### config.mk
export PLATFORM = sky130hd
export DESIGN_NAME = acc_alu
export DESIGN_NICKNAME = d
export VERILOG_FILES = /design/src/rtl/acc_alu_pkg.sv /design/src/rtl/acc_alu_decode.sv /design/src/rtl/acc_alu_arith.sv /design/src/rtl/acc_alu_shift.sv /design/src/rtl/acc_alu_flags.sv /design/src/rtl/acc_alu.sv
export SDC_FILE = /design/constraint.sdc
export NUM_CORES = 1
export LEC_CHECK = 0
export ABC_AREA = 1
export BUFFER_PORTS_ARGS = -buffer_cell sky130_fd_sc_hd__buf_2
export CORE_MARGIN = 4
export CORE_UTILIZATION = 55
export DETAILED_ROUTE_END_ITERATION = 7
export PLACE_DENSITY = 0.78
export SETUP_SLACK_MARGIN = 0.15
export SLEW_MARGIN = 20
export SYNTH_ARGS = -nofsm -noshare
export SYNTH_HDL_FRONTEND = slang
export SYNTH_SLANG_ARGS = --single-unit
### constraint.sdc
create_clock -name vclk -period 3.4
set_input_delay 0.17 -clock vclk [all_inputs]
set_output_delay 0.17 -clock vclk [all_outputs]
set_load 0.01 [all_outputs]
### src/rtl/acc_alu_pkg.sv
package acc_alu_pkg;

    localparam int OP_W = 5;
    localparam int CC_W = 8;

    // condition code bit positions (decoded by the core)
    localparam int CC_C = 0;
    localparam int CC_V = 1;
    localparam int CC_Z = 2;
    localparam int CC_N = 3;
    localparam int CC_I = 4;
    localparam int CC_H = 5;

    typedef enum logic [OP_W-1:0] {
        OP_ADD  = 5'd0,
        OP_ADC  = 5'd1,
        OP_SUB  = 5'd2,
        OP_SBC  = 5'd3,
        OP_CMP  = 5'd4,
        OP_AND  = 5'd5,
        OP_OR   = 5'd6,
        OP_XOR  = 5'd7,
        OP_BIT  = 5'd8,
        OP_PASS = 5'd9,
        OP_COM  = 5'd10,
        OP_NEG  = 5'd11,
        OP_INC  = 5'd12,
        OP_DEC  = 5'd13,
        OP_CLR  = 5'd14,
        OP_TST  = 5'd15,
        OP_ASL  = 5'd16,
        OP_ASR  = 5'd17,
        OP_LSR  = 5'd18,
        OP_ROL  = 5'd19,
        OP_ROR  = 5'd20
    } alu_op_e;

    localparam int OP_LAST = 20;

    typedef enum logic [1:0] {
        FA_KEEP,
        FA_CALC,
        FA_CLR,
        FA_SET
    } flag_act_e;

    typedef enum logic [2:0] {
        SRC_ARITH,
        SRC_LOGIC,
        SRC_SHIFT,
        SRC_OPA,
        SRC_OPB,
        SRC_ZERO,
        SRC_INV
    } val_src_e;

    typedef enum logic [1:0] {
        AO_A_B,
        AO_A_ONE,
        AO_ZERO_A
    } arith_opnd_e;

    typedef enum logic [1:0] {
        LOP_AND,
        LOP_OR,
        LOP_XOR
    } logic_op_e;

    typedef enum logic [2:0] {
        SH_ASL,
        SH_ASR,
        SH_LSR,
        SH_ROL,
        SH_ROR
    } shift_kind_e;

    typedef struct packed {
        val_src_e    res_src;
        val_src_e    nz_src;
        arith_opnd_e arith_opnd;
        logic        arith_sub;
        logic        arith_use_c;
        logic_op_e   logic_op;
        shift_kind_e shift_kind;
        logic        shift_flags;
        flag_act_e   h_act;
        flag_act_e   n_act;
        flag_act_e   z_act;
        flag_act_e   v_act;
        flag_act_e   c_act;
    } alu_ctrl_t;

endpackage

### src/rtl/acc_alu_decode.sv
module acc_alu_decode
    import acc_alu_pkg::*;
(
    input  logic [OP_W-1:0] op_sel,
    output alu_ctrl_t       ctrl
);

    always_comb begin
        ctrl.res_src     = SRC_OPA;
        ctrl.nz_src      = SRC_OPA;
        ctrl.arith_opnd  = AO_A_B;
        ctrl.arith_sub   = 1'b0;
        ctrl.arith_use_c = 1'b0;
        ctrl.logic_op    = LOP_AND;
        ctrl.shift_kind  = SH_ASL;
        ctrl.shift_flags = 1'b0;
        ctrl.h_act       = FA_KEEP;
        ctrl.n_act       = FA_KEEP;
        ctrl.z_act       = FA_KEEP;
        ctrl.v_act       = FA_KEEP;
        ctrl.c_act       = FA_KEEP;

        unique case (op_sel)
            OP_ADD, OP_ADC: begin
                ctrl.res_src     = SRC_ARITH;
                ctrl.nz_src      = SRC_ARITH;
                ctrl.arith_use_c = (op_sel == OP_ADC);
                ctrl.h_act       = FA_CALC;
                ctrl.n_act       = FA_CALC;
                ctrl.z_act       = FA_CALC;
                ctrl.v_act       = FA_CALC;
                ctrl.c_act       = FA_CALC;
            end
            OP_SUB, OP_SBC, OP_CMP: begin
                ctrl.res_src     = (op_sel == OP_CMP) ? SRC_OPA : SRC_ARITH;
                ctrl.nz_src      = SRC_ARITH;
                ctrl.arith_sub   = 1'b1;
                ctrl.arith_use_c = (op_sel == OP_SBC);
                ctrl.n_act       = FA_CALC;
                ctrl.z_act       = FA_CALC;
                ctrl.v_act       = FA_CALC;
                ctrl.c_act       = FA_CALC;
            end
            OP_AND, OP_OR, OP_XOR, OP_BIT: begin
                ctrl.res_src  = (op_sel == OP_BIT) ? SRC_OPA : SRC_LOGIC;
                ctrl.nz_src   = SRC_LOGIC;
                ctrl.logic_op = (op_sel == OP_OR)  ? LOP_OR  :
                                (op_sel == OP_XOR) ? LOP_XOR : LOP_AND;
                ctrl.n_act    = FA_CALC;
                ctrl.z_act    = FA_CALC;
                ctrl.v_act    = FA_CLR;
            end
            OP_PASS: begin
                ctrl.res_src = SRC_OPB;
                ctrl.nz_src  = SRC_OPB;
                ctrl.n_act   = FA_CALC;
                ctrl.z_act   = FA_CALC;
                ctrl.v_act   = FA_CLR;
            end
            OP_COM: begin
                ctrl.res_src = SRC_INV;
                ctrl.nz_src  = SRC_INV;
                ctrl.n_act   = FA_CALC;
                ctrl.z_act   = FA_CALC;
                ctrl.v_act   = FA_CLR;
                ctrl.c_act   = FA_SET;
            end
            OP_NEG: begin
                ctrl.res_src    = SRC_ARITH;
                ctrl.nz_src     = SRC_ARITH;
                ctrl.arith_opnd = AO_ZERO_A;
                ctrl.arith_sub  = 1'b1;
                ctrl.n_act      = FA_CALC;
                ctrl.z_act      = FA_CALC;
                ctrl.v_act      = FA_CALC;
                ctrl.c_act      = FA_CALC;
            end
            OP_INC, OP_DEC: begin
                ctrl.res_src    = SRC_ARITH;
                ctrl.nz_src     = SRC_ARITH;
                ctrl.arith_opnd = AO_A_ONE;
                ctrl.arith_sub  = (op_sel == OP_DEC);
                ctrl.n_act      = FA_CALC;
                ctrl.z_act      = FA_CALC;
                ctrl.v_act      = FA_CALC;
            end
            OP_CLR: begin
                ctrl.res_src = SRC_ZERO;
                ctrl.nz_src  = SRC_ZERO;
                ctrl.n_act   = FA_CLR;
                ctrl.z_act   = FA_SET;
                ctrl.v_act   = FA_CLR;
                ctrl.c_act   = FA_CLR;
            end
            OP_TST: begin
                ctrl.n_act = FA_CALC;
                ctrl.z_act = FA_CALC;
                ctrl.v_act = FA_CLR;
                ctrl.c_act = FA_CLR;
            end
            OP_ASL, OP_ASR, OP_LSR, OP_ROL, OP_ROR: begin
                ctrl.res_src     = SRC_SHIFT;
                ctrl.nz_src      = SRC_SHIFT;
                ctrl.shift_flags = 1'b1;
                ctrl.shift_kind  = (op_sel == OP_ASL) ? SH_ASL :
                                   (op_sel == OP_ASR) ? SH_ASR :
                                   (op_sel == OP_LSR) ? SH_LSR :
                                   (op_sel == OP_ROL) ? SH_ROL : SH_ROR;
                ctrl.n_act       = (op_sel == OP_LSR) ? FA_CLR : FA_CALC;
                ctrl.z_act       = FA_CALC;
                ctrl.v_act       = FA_CALC;
                ctrl.c_act       = FA_CALC;
            end
            default: begin
                ctrl.res_src = SRC_OPA;
            end
        endcase
    end

endmodule

### src/rtl/acc_alu_arith.sv
module acc_alu_arith #(
    parameter int WIDTH = 8
) (
    input  logic [WIDTH-1:0] x,
    input  logic [WIDTH-1:0] y,
    input  logic             sub,
    input  logic             cin,
    output logic [WIDTH-1:0] sum,
    output logic             cout,
    output logic             half,
    output logic             ovf
);

    localparam int MSB  = WIDTH - 1;
    localparam int HALF = WIDTH / 2;

    logic [WIDTH:0] wide;

    always_comb begin
        if (sub) begin
            wide = {1'b0, x} - {1'b0, y} - {{WIDTH{1'b0}}, cin};
        end else begin
            wide = {1'b0, x} + {1'b0, y} + {{WIDTH{1'b0}}, cin};
        end
        sum  = wide[MSB:0];
        cout = wide[WIDTH];
        // carry into bit HALF equals the carry out of the lower half
        half = x[HALF] ^ y[HALF] ^ wide[HALF];
        if (sub) begin
            ovf = (x[MSB] != y[MSB]) && (wide[MSB] != x[MSB]);
        end else begin
            ovf = (x[MSB] == y[MSB]) && (wide[MSB] != x[MSB]);
        end
    end

endmodule

### src/rtl/acc_alu_shift.sv
module acc_alu_shift
    import acc_alu_pkg::*;
#(
    parameter int WIDTH = 8
) (
    input  logic [WIDTH-1:0] val,
    input  logic             cin,
    input  shift_kind_e      kind,
    output logic [WIDTH-1:0] res,
    output logic             cout
);

    localparam int MSB = WIDTH - 1;

    always_comb begin
        unique case (kind)
            SH_ASL: begin
                res  = {val[MSB-1:0], 1'b0};
                cout = val[MSB];
            end
            SH_ASR: begin
                res  = {val[MSB], val[MSB:1]};
                cout = val[0];
            end
            SH_LSR: begin
                res  = {1'b0, val[MSB:1]};
                cout = val[0];
            end
            SH_ROL: begin
                res  = {val[MSB-1:0], cin};
                cout = val[MSB];
            end
            SH_ROR: begin
                res  = {cin, val[MSB:1]};
                cout = val[0];
            end
            default: begin
                res  = val;
                cout = cin;
            end
        endcase
    end

endmodule

### src/rtl/acc_alu_flags.sv
module acc_alu_flags
    import acc_alu_pkg::*;
#(
    parameter int WIDTH = 8
) (
    input  logic [CC_W-1:0]  cc_in,
    input  logic [WIDTH-1:0] nz_val,
    input  logic             arith_h,
    input  logic             arith_v,
    input  logic             arith_c,
    input  logic             shift_c,
    input  logic             shift_flags,
    input  flag_act_e        h_act,
    input  flag_act_e        n_act,
    input  flag_act_e        z_act,
    input  flag_act_e        v_act,
    input  flag_act_e        c_act,
    output logic [CC_W-1:0]  cc_out
);

    function automatic logic resolve(input flag_act_e act, input logic old_v, input logic calc_v);
        unique case (act)
            FA_KEEP: resolve = old_v;
            FA_CALC: resolve = calc_v;
            FA_CLR:  resolve = 1'b0;
            FA_SET:  resolve = 1'b1;
            default: resolve = old_v;
        endcase
    endfunction

    logic c_new, n_new, z_new, v_new, h_new;

    always_comb begin
        c_new = resolve(c_act, cc_in[CC_C], shift_flags ? shift_c : arith_c);
        n_new = resolve(n_act, cc_in[CC_N], nz_val[WIDTH-1]);
        z_new = resolve(z_act, cc_in[CC_Z], nz_val == '0);
        v_new = resolve(v_act, cc_in[CC_V], shift_flags ? (n_new ^ c_new) : arith_v);
        h_new = resolve(h_act, cc_in[CC_H], arith_h);
    end

    generate
        for (genvar b = 0; b < CC_W; b++) begin : g_ccbit
            if (b == CC_C) begin : g_c
                assign cc_out[b] = c_new;
            end else if (b == CC_V) begin : g_v
                assign cc_out[b] = v_new;
            end else if (b == CC_Z) begin : g_z
                assign cc_out[b] = z_new;
            end else if (b == CC_N) begin : g_n
                assign cc_out[b] = n_new;
            end else if (b == CC_I) begin : g_i
                assign cc_out[b] = cc_in[b];
            end else if (b == CC_H) begin : g_h
                assign cc_out[b] = h_new;
            end else begin : g_one
                assign cc_out[b] = 1'b1;
            end
        end
    endgenerate

endmodule

### src/rtl/acc_alu.sv
module acc_alu
    import acc_alu_pkg::*;
#(
    parameter int WIDTH = 8
) (
    input  logic [WIDTH-1:0] opnd_a,
    input  logic [WIDTH-1:0] opnd_b,
    input  logic [OP_W-1:0]  op_sel,
    input  logic [CC_W-1:0]  cc_in,
    output logic [WIDTH-1:0] result,
    output logic [CC_W-1:0]  cc_out
);

    localparam int MSB = WIDTH - 1;

    alu_ctrl_t        ctrl;
    logic [WIDTH-1:0] ar_x, ar_y, ar_sum, lg_val, sh_val, nz_val;
    logic             ar_cin, ar_c, ar_h, ar_v, sh_c;

    acc_alu_decode u_dec (
        .op_sel (op_sel),
        .ctrl   (ctrl)
    );

    always_comb begin
        unique case (ctrl.arith_opnd)
            AO_A_ONE: begin
                ar_x = opnd_a;
                ar_y = WIDTH'(1);
            end
            AO_ZERO_A: begin
                ar_x = '0;
                ar_y = opnd_a;
            end
            default: begin
                ar_x = opnd_a;
                ar_y = opnd_b;
            end
        endcase
        ar_cin = ctrl.arith_use_c & cc_in[CC_C];
    end

    acc_alu_arith #(.WIDTH(WIDTH)) u_arith (
        .x    (ar_x),
        .y    (ar_y),
        .sub  (ctrl.arith_sub),
        .cin  (ar_cin),
        .sum  (ar_sum),
        .cout (ar_c),
        .half (ar_h),
        .ovf  (ar_v)
    );

    always_comb begin
        unique case (ctrl.logic_op)
            LOP_OR:  lg_val = opnd_a | opnd_b;
            LOP_XOR: lg_val = opnd_a ^ opnd_b;
            default: lg_val = opnd_a & opnd_b;
        endcase
    end

    acc_alu_shift #(.WIDTH(WIDTH)) u_shift (
        .val  (opnd_a),
        .cin  (cc_in[CC_C]),
        .kind (ctrl.shift_kind),
        .res  (sh_val),
        .cout (sh_c)
    );

    function automatic logic [WIDTH-1:0] pick(
        input val_src_e         s,
        input logic [WIDTH-1:0] ar,
        input logic [WIDTH-1:0] lg,
        input logic [WIDTH-1:0] sh,
        input logic [WIDTH-1:0] a,
        input logic [WIDTH-1:0] b
    );
        unique case (s)
            SRC_ARITH: pick = ar;
            SRC_LOGIC: pick = lg;
            SRC_SHIFT: pick = sh;
            SRC_OPB:   pick = b;
            SRC_ZERO:  pick = '0;
            SRC_INV:   pick = ~a;
            default:   pick = a;
        endcase
    endfunction

    always_comb begin
        result = pick(ctrl.res_src, ar_sum, lg_val, sh_val, opnd_a, opnd_b);
        nz_val = pick(ctrl.nz_src,  ar_sum, lg_val, sh_val, opnd_a, opnd_b);
    end

    acc_alu_flags #(.WIDTH(WIDTH)) u_flags (
        .cc_in       (cc_in),
        .nz_val      (nz_val),
        .arith_h     (ar_h),
        .arith_v     (ar_v),
        .arith_c     (ar_c),
        .shift_c     (sh_c),
        .shift_flags (ctrl.shift_flags),
        .h_act       (ctrl.h_act),
        .n_act       (ctrl.n_act),
        .z_act       (ctrl.z_act),
        .v_act       (ctrl.v_act),
        .c_act       (ctrl.c_act),
        .cc_out      (cc_out)
    );

    // port-level checks of the flag rules
    always_comb begin
        assert_mask_kept_R1: assert (cc_out[CC_I] == cc_in[CC_I] && cc_out[7:6] == 2'b11)
            else $error("mask or spare bits disturbed");
        if (op_sel == OP_CLR) begin
            assert_clear_R5: assert (result == '0 && cc_out[3:0] == 4'b0100)
                else $error("clear result or flags wrong");
        end
        if (op_sel == OP_AND || op_sel == OP_OR || op_sel == OP_XOR ||
            op_sel == OP_BIT || op_sel == OP_PASS) begin
            assert_logic_keeps_c_R4: assert (cc_out[CC_C] == cc_in[CC_C] && !cc_out[CC_V]
                                             && cc_out[CC_H] == cc_in[CC_H])
                else $error("logic op touched C/H or left V set");
        end
        if (op_sel == OP_INC || op_sel == OP_DEC) begin
            assert_incdec_keeps_c_R7: assert (cc_out[CC_C] == cc_in[CC_C])
                else $error("inc/dec changed carry");
        end
        if (op_sel == OP_LSR) begin
            assert_lsr_flags_R10: assert (!result[MSB] && !cc_out[CC_N] && cc_out[CC_V] == cc_out[CC_C])
                else $error("logical shift right flags wrong");
        end
        if (op_sel == OP_ROL) begin
            assert_rol_carry_in_R11: assert (result[0] == cc_in[CC_C])
                else $error("rotate left lost old carry");
        end
        if (op_sel == OP_ROR) begin
            assert_ror_carry_in_R11: assert (result[MSB] == cc_in[CC_C])
                else $error("rotate right lost old carry");
        end
        if (op_sel > OP_W'(OP_LAST)) begin
            assert_reserved_noop_R12: assert (result == opnd_a && cc_out[5:0] == cc_in[5:0])
                else $error("reserved op code had an effect");
        end
    end

endmodule

After elaboration in Yosys (flattened, before gate mapping). Cells that the tools add are included.

Output and inout port bits: 16. Input port bits: 29. Register bits after elaboration: 0.

Add/subtract/negate cells: 4. Bitwise logic cells: 8. Muxes and demuxes: 35. Eq/ne operators: 56. Reduce and logical (&&, ||, !) cells: 25.

Operator list (count): $pmux 8 s6 (2); $eq 5x4->1 const B (8); $pmux 8 s5 (1); $pmux 8 s2 (2); $eq 5x5->1 const B (5); $pmux 6 s4 (1); $eq 3x3->1 const B (7); $pmux 3 s7 (1); $eq 2x2->1 const B (10); $eq 5x3->1 const B (4); $pmux 1 s4 (5); $pmux 3 s6 (1); $eq 2x1->1 const B (6); $eq 3x2->1 const B (4); $mux 2 (6); $mux 3 (4); $reduce_or 11->1 (1); $eq 5x2->1 const B (2); $logic_not 2->1 (5); $reduce_or 5->1 (2); $add 8x8->9 (1); $add 9x1->9 (1); $eq 3x1->1 const B (3); $logic_not 3->1 (3); 28 further kinds (43).

Longest topological paths before layout.
Depth after elaboration: 14. Gate-level depth with buffers: 30. Gate-level depth less buffers: 27.

By module. From an unflattened synthesis, not the netlist that was laid out.

Cells, all modules: 671. Area, all modules: 3611.0 um^2.

Modules (own cells, without submodules): acc_alu (area each 1564.0 um^2, seq. area each 0.0 um^2, instances 1, cells each 301); acc_alu_arith (area each 998.5 um^2, seq. area each 0.0 um^2, instances 1, cells each 156); acc_alu_decode (area each 486.7 um^2, seq. area each 0.0 um^2, instances 1, cells each 102); acc_alu_shift (area each 321.6 um^2, seq. area each 0.0 um^2, instances 1, cells each 69); acc_alu_flags (area each 240.2 um^2, seq. area each 0.0 um^2, instances 1, cells each 43).

Least setup slack after synthesis. OpenSTA, ideal clock, no wires.

Kind: input to output. Start point: input port op_sel[4]. End point: output port cc_out[1]. Cell stages on the path: 29. Required time: 3.230 ns. Setup slack: 0.079 ns. Data arrival time: 3.151 ns. Path buffers: 2. Cell sequence: inv_2 nand2_2 nor2_4 nand2_8 inv_1 ha_1 buf_2 inv_1 nor2_1 inv_1 o22ai_1 ha_1 inv_1 ha_1 nand2_1 inv_1 a21oi_1 nand2_1 nand2_1 nand3_1 nand2_1 nand2_1 nand3_1 nand2_1 nand2_1 nand3_1 nand3_1 nand2_1 buf_4.

Longest elaborated chain between the ends: 14. Elaborated cells between the ends (all ways): 99.

Ends and longest elaborated chain: from (decl) (RTL line acc_alu.sv:8) `input logic [OP_W-1:0] op_sel,`; branches (longest 13 deep; another with $add 8x8->9); $pmux 1 s4 * (RTL line acc_alu_flags.sv:22) `unique case (act)`; to (decl) (RTL line acc_alu.sv:11) `output logic [CC_W-1:0] cc_out`.

Mark *: on every way between the ends.

Worst setup path in the final report.
Start point: input port op_sel[4]. End point: output port cc_out[2].

Longest elaborated chain between the ends: 11. Elaborated cells between the ends (all ways): 74.

Ends and longest elaborated chain: $eq 5x4->1, or another cell as far along (RTL line acc_alu_decode.sv:23) `unique case (op_sel)`; $reduce_or 2->1 / $mux 3 (equally long branches); $pmux 2 s2 / $mux 3 (equally long branches) (RTL line acc_alu_decode.sv:23, acc_alu_decode.sv:107); $eq 2x2->1, or another cell as far along (RTL line acc_alu.sv:26) `unique case (ctrl.arith_opnd)`; $pmux 8 s2, or another cell as far along (RTL line acc_alu.sv:26); $add 8x8->9, or another cell as far along (RTL line acc_alu_arith.sv:23) `wide = {1'b0, x} + {1'b0, y} + {{WIDTH{1'b0}}, cin};`; $add 9x1->9, or another cell as far along (RTL line acc_alu_arith.sv:23); $mux 9 / $pmux 8 s5 (equally long branches) (RTL line acc_alu_arith.sv:20, acc_alu_shift.sv:16); $pmux 8 s6 (RTL line acc_alu.sv:78) `unique case (s)`; $logic_not 8->1 (RTL line acc_alu_flags.sv:36) `z_new = resolve(z_act, cc_in[CC_Z], nz_val == '0);`; $pmux 1 s4 * (RTL line acc_alu_flags.sv:22).

Every way passes the cells marked *; elsewhere a longest branch is shown, timed or not.

==> results.cfg <==
[outcome]
status = complete, but fails checks
violations = setup timing

[worst_setup_path]
arrival_ns = 3.40
critical_path.endpoint_type = output port
cp_top_family = simple AND/OR/NAND/NOR gates
start_kind = input port
worstSetupPathType = in2out
critPathMaxStageDelay_ns = 0.36
critPathRequiredTime_ns = 3.23
critPathBufInv = 7
cp_slowest_cell = fa_2
cpMostUsedCell = nand2_1
critical_path.max_fanout = 3

[min_path]
hold_class = in2out

[global_route]
overflow = 0
grt_max_degree = 16
grt_pass1_wl_mm = 16.08
antenna_found_initial = 0
grt_pass1_vias = 3438
grt.total_usage_pct = 30.66

[power]
power.leakage_nw = 2.166
seqPwrFrac_pct = 0
total_power_uw = 829.1
ir_worst_vdd_uv = 170.6
combPwrFrac_pct = 100.0
internal-power_uw = 352.2
p_clk_share_pct = 0
p_sw_uw = 477.0
power_density_nw_per_um2 = 203.7
swShare_pct = 57.52

[routing]
wl_per_cell_um = 16.12
drt_iter0_drc = 406
drt_pass1_iterations = 6
drt-total-wl_mm = 11.06
drc = 0
ant_nets = 0
vias = 3987
vias_per_cell = 5.812

[place]
placedCellCount = 673
dpl_cell_area_um2 = 3461
dp_hpwl_mm = 7.812
place_congestion = 1.050
pre_cts_ws_ns = -0.1853
port_buffers = 39

[sta]
worst_slack_ns = -0.1697
rsz0062_at_grt = true
setup_viol = 1
relSlewSlack_pct = 61.39
finalCritPeriodShare_pct = 105.0
whs_ns = 0.3400
drv_slew = 0
worstMarginPinSlew_ns = 0.5738
min_period_ns = 3.570
setup-tns-final_ns = -0.1697
hold_viol = 0
max_freq_mhz = 280.1

[floorplan]
die_w_um = 80.23
rows = 26
io_pins = 45
initial_core_util_pct = 56.53
dieArea_um2 = 6436
die_h_um = 80.23
coreArea_um2 = 5075

[logic_synthesis]
ys_types = 40
yosysTopAreaCell = nand2_1
yosysWarnings = 0
ys_top_cells_by_area = nand2_1 (19%), ha_1 (17%), inv_1 (11%)
syn_area_um2 = 2869
netlist_instances = 528
yosys.area.top_type_share_pct = 18.84
syn-mean-instance-area_um2 = 5.434
synth.yosys.seq_area_share_pct = 0

[finish]
nFillCells = 375
fin_area_um2 = 4070
final_util_pct = 80.20
nClkBuffers = 0
layout-drive-gt1-share_pct = 37.99
antenna_cells = 0
area_growth_pct = 41.87
nets = 690
n_sequential_cell = 0
final_cells = 686
seqCellArea_um2 = 0

[job]
cap_violations = 0
==> logic make-up (layout without fill, tap and decap cells) <==
kind of cell             Yosys count  count (layout)  share of synthesized area, %
AO/OA/AOI/OAI                     80              80                         16.62
AND/OR/NAND/NOR                  286             286                         45.27
multiplexers                       1               1                        0.3925
XOR/XNOR                           6               6                         1.832
other                              1               2                        0.1307
buffers and inverters            111             198                         15.96
adder cells (fa/ha/maj)           43              43                         19.80
==> routing by layer <==
| layer | track usage [%] | up-vias | routed length [um] |
|---|---|---|---|
| met2 | 54.14 | 267 | 5293 |
| met1 | 40.25 | 1788 | 4442 |
| li1 | - | 1862 | - |
| met3 | 1.345 | 70 | 799 |
| met4 | 8.277 | 0 | 522 |
| met5 | 0 | - | 0 |
==> timing repair <==
item / in CTS / in global routing
endpoints found under the setup margin: 9 / 10
resized for setup: 40 / 83
pin swaps: 20 / 52
buffers inserted: 6 / 7
hold buffers: 0 / 0
==> power groups by stage <==
stage,Clock (mW),Sequential (mW),Combinational [mW]
after detailed placement,0,0,0.640
after global placement,0,0,0.627
after floorplan,0,0,0.418
after CTS,0,0,0.682
after global routing,0,0,0.898
final,0,0,0.829
==> cells in the final DEF (no fill, tap or decap), drive strengths merged <==
cell type,count
conb,2
nor2,73
ha,39
xnor2,1
nand2,155
fa,4
nand4,7
nand3,41
clkinv,1
o31ai,1
nand3b,4
inv,96
buf,101
o41ai,1
nor3,4
nor4,2
a31oi,1
o21ai,19
mux2,1
o21bai,2
a21oi,34
o211ai,4
o2111ai,7
a22oi,1
xor2,5
o22ai,10
==> synth_stat cells (all sizes together), types with 4 or more instances <==
library cell  number
a21oi             34
buf               13
fa                 4
ha                39
inv               97
nand2            155
nand3             41
nand3b             4
nand4              7
nor2              73
nor3               4
o2111ai            7
o211ai             4
o21ai             19
o22ai             10
xor2               5
==> final timing paths <==
kind               endpoint  cells past startpoint       from  slack (ns)
setup / recovery  cc_out[2]                     25  op_sel[4]       -0.17
hold / removal    cc_out[4]                      0   cc_in[4]        0.34
==> cell type report <==
class,count,area [um^2],area share [%]
multi-input combinational,418,2902,71.29
timing repair buffer,101,699.4,17.18
tap,70,87.58,2.152
inverter,97,381.6,9.376
Note: power is estimated with default switching activity, not from simulation.
